===== config.mk =====
export PLATFORM = sky130hd
export DESIGN_NAME = bankmem_decoder
export DESIGN_NICKNAME = d
export VERILOG_FILES = /design/src/rtl/bmd_pkg.sv /design/src/rtl/bmd_addr_decode.sv /design/src/rtl/bmd_gpr_store.sv /design/src/rtl/bmd_read_mux.sv /design/src/rtl/bankmem_decoder.sv
export SDC_FILE = /design/constraint.sdc
export NUM_CORES = 2
export LEC_CHECK = 0
export BUFFER_PORTS_ARGS = -buffer_cell sky130_fd_sc_hd__clkbuf_2
export CORE_MARGIN = 2
export CORE_UTILIZATION = 60
export DETAILED_ROUTE_END_ITERATION = 10
export PLACE_DENSITY = 0.87
export SYNTH_ARGS = -nofsm -noshare
export SYNTH_HDL_FRONTEND = slang
export SYNTH_SLANG_ARGS = --single-unit

===== constraint.sdc =====
create_clock -name clk -period 8.1 [get_ports clk]
set_input_delay 2.43 -clock clk [delete_from_list [all_inputs] [get_ports clk]]
set_output_delay 2.43 -clock clk [all_outputs]
set_load 0.01 [all_outputs]

===== src/rtl/bmd_pkg.sv =====
package bmd_pkg;
    typedef enum logic [1:0] {
        RGN_SFR  = 2'd0,
        RGN_RAM  = 2'd1,
        RGN_NONE = 2'd2
    } region_e;
endpackage


===== src/rtl/bmd_addr_decode.sv =====
module bmd_addr_decode
    import bmd_pkg::*;
#(
    parameter int OFF_W    = 7,
    parameter int SFR_SPAN = 32,
    parameter int B0_LO    = 32,
    parameter int B0_HI    = 127,
    parameter int B1_LO    = 32,
    parameter int B1_HI    = 63,
    parameter int MIR_LO   = 112,
    parameter int MIR_HI   = 127,
    parameter int IDX_W    = 7
) (
    input  logic             bank,
    input  logic [OFF_W-1:0] off,
    output region_e          rgn,
    output logic [IDX_W-1:0] ram_idx
);
    localparam int B0_SIZE = B0_HI - B0_LO + 1;

    // Region and RAM index for one access.
    always_comb begin
        int o;
        o       = int'(off);
        rgn     = RGN_NONE;
        ram_idx = '0;
        if (o < SFR_SPAN) begin
            rgn = RGN_SFR;
        end else if (!bank) begin
            if (o >= B0_LO && o <= B0_HI) begin
                rgn     = RGN_RAM;
                ram_idx = IDX_W'(o - B0_LO);
            end
        end else if (o >= B1_LO && o <= B1_HI) begin
            // Bank 1's own RAM sits above bank 0's RAM in the array.
            rgn     = RGN_RAM;
            ram_idx = IDX_W'(B0_SIZE + o - B1_LO);
        end else if (o >= MIR_LO && o <= MIR_HI) begin
            // Mirror: the bank 0 byte at the same offset.
            rgn     = RGN_RAM;
            ram_idx = IDX_W'(o - B0_LO);
        end
    end
endmodule


===== src/rtl/bmd_gpr_store.sv =====
module bmd_gpr_store #(
    parameter int DATA_W = 8,
    parameter int DEPTH  = 128,
    parameter int IDX_W  = 7
) (
    input  logic              clk,
    input  logic              rst_n,
    input  logic              we,
    input  logic [IDX_W-1:0]  idx,
    input  logic [DATA_W-1:0] wdata,
    output logic [DATA_W-1:0] rdata
);
    typedef struct packed {
        logic [DEPTH-1:0][DATA_W-1:0] mem;
    } store_t;

    store_t st_d, st_q;

    always_comb begin
        st_d = st_q;
        if (we) begin
            st_d.mem[idx] = wdata;
        end
    end

    always_ff @(posedge clk or negedge rst_n) begin
        if (!rst_n) begin
            st_q <= '0;
        end else begin
            st_q <= st_d;
        end
    end

    assign rdata = st_q.mem[idx];

    // a write lands at the addressed byte on the edge.
    assert_write_lands_R8: assert property (@(posedge clk) disable iff (!rst_n)
        we |=> st_q.mem[$past(idx)] == $past(wdata));

    // with no write enable, nothing in the array moves.
    assert_idle_hold_R7: assert property (@(posedge clk) disable iff (!rst_n)
        !we |=> $stable(st_q));
endmodule


===== src/rtl/bmd_read_mux.sv =====
module bmd_read_mux
    import bmd_pkg::*;
#(
    parameter int DATA_W = 8
) (
    input  region_e           rgn,
    input  logic [DATA_W-1:0] sfr_rdata,
    input  logic [DATA_W-1:0] ram_rdata,
    output logic [DATA_W-1:0] rd_data
);
    always_comb begin
        unique case (rgn)
            RGN_SFR: rd_data = sfr_rdata;
            RGN_RAM: rd_data = ram_rdata;
            default: rd_data = '0;
        endcase
    end
endmodule


===== src/rtl/bankmem_decoder.sv =====
module bankmem_decoder
    import bmd_pkg::*;
#(
    parameter int DATA_W   = 8,
    parameter int OFF_W    = 7,
    parameter int SFR_SPAN = 32,
    parameter int B0_LO    = 32,
    parameter int B0_HI    = 127,
    parameter int B1_LO    = 32,
    parameter int B1_HI    = 63,
    parameter int MIR_LO   = 112,
    parameter int MIR_HI   = 127,
    parameter int SFR_W    = $clog2(SFR_SPAN)
) (
    input  logic              clk,
    input  logic              rst_n,
    input  logic              bank_sel,
    input  logic [OFF_W-1:0]  addr,
    input  logic              wr_en,
    input  logic [DATA_W-1:0] wr_data,
    output logic [DATA_W-1:0] rd_data,
    output logic              sfr_sel,
    output logic [SFR_W:0]    sfr_addr,
    output logic              sfr_wr,
    output logic [DATA_W-1:0] sfr_wdata,
    input  logic [DATA_W-1:0] sfr_rdata
);
    localparam int DEPTH = (B0_HI - B0_LO + 1) + (B1_HI - B1_LO + 1);
    localparam int IDX_W = $clog2(DEPTH);

    region_e           rgn;
    logic [IDX_W-1:0]  ram_idx;
    logic [DATA_W-1:0] ram_rdata;
    logic              ram_we;

    bmd_addr_decode #(
        .OFF_W(OFF_W), .SFR_SPAN(SFR_SPAN),
        .B0_LO(B0_LO), .B0_HI(B0_HI), .B1_LO(B1_LO), .B1_HI(B1_HI),
        .MIR_LO(MIR_LO), .MIR_HI(MIR_HI), .IDX_W(IDX_W)
    ) dec_i (
        .bank(bank_sel), .off(addr), .rgn(rgn), .ram_idx(ram_idx)
    );

    assign ram_we = wr_en && (rgn == RGN_RAM);

    bmd_gpr_store #(.DATA_W(DATA_W), .DEPTH(DEPTH), .IDX_W(IDX_W)) store_i (
        .clk(clk), .rst_n(rst_n), .we(ram_we), .idx(ram_idx),
        .wdata(wr_data), .rdata(ram_rdata)
    );

    bmd_read_mux #(.DATA_W(DATA_W)) mux_i (
        .rgn(rgn), .sfr_rdata(sfr_rdata), .ram_rdata(ram_rdata), .rd_data(rd_data)
    );

    assign sfr_sel   = (rgn == RGN_SFR);
    assign sfr_addr  = {bank_sel, addr[SFR_W-1:0]};
    assign sfr_wr    = wr_en && sfr_sel;
    assign sfr_wdata = wr_data;

    // empty space always reads zero.
    assert_hole_reads_zero_R6: assert property (@(posedge clk) disable iff (!rst_n)
        (rgn == RGN_NONE) |-> rd_data == '0);

    // the SFR window returns the external register data.
    assert_sfr_passthru_R2: assert property (@(posedge clk) disable iff (!rst_n)
        sfr_sel |-> rd_data == sfr_rdata);

    // a write outside RAM never reaches the array.
    assert_no_stray_ram_write_R7: assert property (@(posedge clk) disable iff (!rst_n)
        (wr_en && rgn != RGN_RAM) |-> !ram_we);

    // the SFR window never starts at or above the RAM base.
    assert_sfr_window_low_R2: assert property (@(posedge clk) disable iff (!rst_n)
        sfr_sel |-> int'(addr) < SFR_SPAN);
endmodule


==> results_dict.tcl <==
set metrics [dict create \
    drtIter0Drc 5398 \
    post_drt_wl_per_cell_um 31.1 \
    slew_viol_final 0 \
    syn_area_per_cell_sq_um 12.4 \
    final_cell_mix "mux2_2 (1030), dfrtp_1 (1024), nand2_1 (371)" \
    maxCapViolCount 0 \
    cp_cell_sequence "clkbuf_16, inv_1, ha_2, buf_6, or3b_4, nor3_1, buf_4, nor2_4, buf_4, buf_12, buf_4, nor2_1, nor2_1, a21oi_1, o41ai_1, a32o_2, clkbuf_2" \
    regMostFlops "store_i.st_q" \
    min_path_cells 1 \
    hold_viol 0 \
    ys_seq_elements 1024 \
    leakagePower_nw 26.7 \
    coreArea_sq_um 78600 \
    cp_max_fo 14 \
    ys_seq_area_share_pct 54.0 \
    final_cells 5236 \
    drt_pass1_iterations 9 \
    r2r_start "store_i.st_q[400]" \
    synthTopCellsByArea "dfrtp_1 (54%), mux2_2 (24%), nand2_1 (3.0%), o22ai_1 (1.9%), mux2i_1 (1.8%)" \
    viasPerCell 7.09 \
    r2r_slack_ns 7.23 \
    largestRegisters "store_i.st_q (1024)" \
    period_share_pct 101 \
    path_clk_slew_ns 0.06 \
    fin_skew_ns 0 \
    tightest_slew_ns 1.17 \
    syn_nets 3853 \
    reg2reg_to "store_i.st_q[400]" \
    period_needed_ns 8.19 \
    worstHoldEndpoint "store_i.st_q[929]" \
    clk_latency_ns 0.67 \
    die_h_um 285 \
    initial_core_util_pct 60.3 \
    gp_congestion 1.02 \
    ant_nets 0 \
    totalPowerFinal_w 0.0120 \
    cts_num_sinks 1024 \
    end_kind "output pin" \
    cp_num_buf_inv 8 \
    antenna_found_initial 3 \
    cts_buffers 100 \
    synth_top_area_cell "dfrtp_1" \
    final_common_cell "mux2_2" \
    crit_arrival_ns 5.76 \
    rr_worst_depth 1 \
    grt_max_degree 176 \
    tns_ns -0.168 \
    grt_pass1_vias 37700 \
    dieArea_sq_um 81300 \
    slowest_delay_ns 0.86 \
    crit_path_frequent_cell "buf_4" \
    cp_top_family "compound AO/OA/AOI/OAI gates" \
    gr-total-overflow 0 \
    area_growth_pct 16.8 \
    critPathLaunchType "input pin" \
    fin_nets 4133 \
    drive_gt1_share_pct 44.3 \
    largest_reg_flops 1024 \
    post-place-cells 5024 \
    wl_um 163000 \
    fmax_ghz 0.122 \
    die_w_um 285 \
    netlist_area_sq_um 47400 \
    hold_start "store_i.st_q[929]" \
    status "finished, violations left" \
    synth_cell_types 90 \
    violations "setup timing" \
    vias 37100 \
    fin_area_sq_um 55400 \
    setup_ws_ns -0.0909 \
    fin_util_pct 70.5 \
    hp-class "reg2reg" \
    power.density_nw_per_um2 217 \
    ir_worst_vdd_mv 0.185 \
    critical_path_class "in2out" \
    dp_hpwl_um 105000 \
    required_ns 5.67 \
    synth_top_area_share_pct 54.0 \
    rsz0062_at_grt "true" \
    num_rows 103 \
    cts_buffer_depth 3 \
    slew_headroom_pct 21.8 \
    dpl-instance-area_sq_um 51300 \
    cp_slowest_cell "o41ai_1" \
    syn-instance-count 3823 \
    io_buffers 50 \
    htree_levels 3 \
    grt_first_pass_wirelength_um 242000 \
    drc 0 \
    io_pins 51 \
    cts-root-buf "clkbuf_16" \
    synth_ff_type "dfrtp_1" \
    track_usage_pct 39.7 \
    synth_edf_count 0 \
    finalSetupViolCount 3 \
    cts_tree "done" \
    synth_warnings 0 \
    async_reset_ff_share_pct 100 \
]
-- report_power, final --
part	total (W)	internal, W	switching [W]	leakage, nW
clock	0.00496	0.00289	0.00207	1.70
combinational	0.00152	0.000611	0.000913	10.8
sequential	0.00557	0.00539	0.000175	14.1
total	0.0120	0.00889	0.00316	26.7
-- worst max-delay path by stage --
stage               startpoint         end  slack, ns  cells past startpoint
CTS                    addr[5]  rd_data[7]      -0.10                     15
finish                 addr[5]  rd_data[0]      -0.09                     17
global placement       addr[5]  rd_data[3]      -0.42                     13
global route           addr[5]  rd_data[4]      -0.11                     18
detailed placement     addr[5]  rd_data[7]      -0.43                     16
floorplan              addr[5]  rd_data[7]       0.67                     14
-- kinds of logic after synthesis --
logic type      Yosys count  synth area share (%)
mux                    1129                  26.6
compound gates          581                  8.43
flops                  1024                  54.0
fa+ha+maj                 3                0.0792
simple gates            782                  7.89
buf+inv                 304                  2.99
-- cell usage after synthesis, types with 31 or more instances --
| master | number |
|---|---|
| nor2_1 | 107 |
| mux2i_1 | 86 |
| a31oi_1 | 66 |
| mux2_2 | 1030 |
| nand3_1 | 97 |
| o22ai_1 | 144 |
| o221ai_1 | 38 |
| nor2_2 | 63 |
| nand2_1 | 375 |
| a21oi_1 | 101 |
| o21ai_0 | 57 |
| clkbuf_1 | 148 |
| buf_2 | 84 |
| dfrtp_1 | 1024 |
| nor3_1 | 31 |
| buf_4 | 34 |
| nor2_4 | 33 |
-- area by class of cell --
type                       count  area (sq um)
sequential                  1024         25600
fill                        4901         23200
multi-input combinational   2495         20700
timing repair buffer         475          4230
clock buffer                 135          2860
tap                         1050          1310
clock inverter                47           602
inverter                       7          28.8
antenna                        3          7.51
-- layer usage --
metal	track usage, %	routed length, um	vias to the layer above
li1	-	-	14400
met1	50.4	57700	18800
met2	58.6	70800	3031
met3	12.3	20600	925
met4	27.1	13700	6
met5	0.0581	36	-
-- per-stage QoR --
| step | hold slack, ns | setup slack [ns] |
|---|---|---|
| finish | 0.493 | -0.0909 |
| global route | 0.512 | -0.114 |
| CTS | 0.494 | -0.101 |
| detailed placement | 0.475 | -0.427 |
| global placement | 0.461 | -0.422 |
| floorplan | 0.451 | 0.667 |
-- repair_timing --
action / in CTS / in global routing
pin swaps: 11 / 16
gates resized for setup: 44 / 50
setup buffers: 23 / 6
hold buffers: 0 / 0
setup endpoints to repair: 8 / 8
No activity file was read; power rests on OpenSTA's default activity.
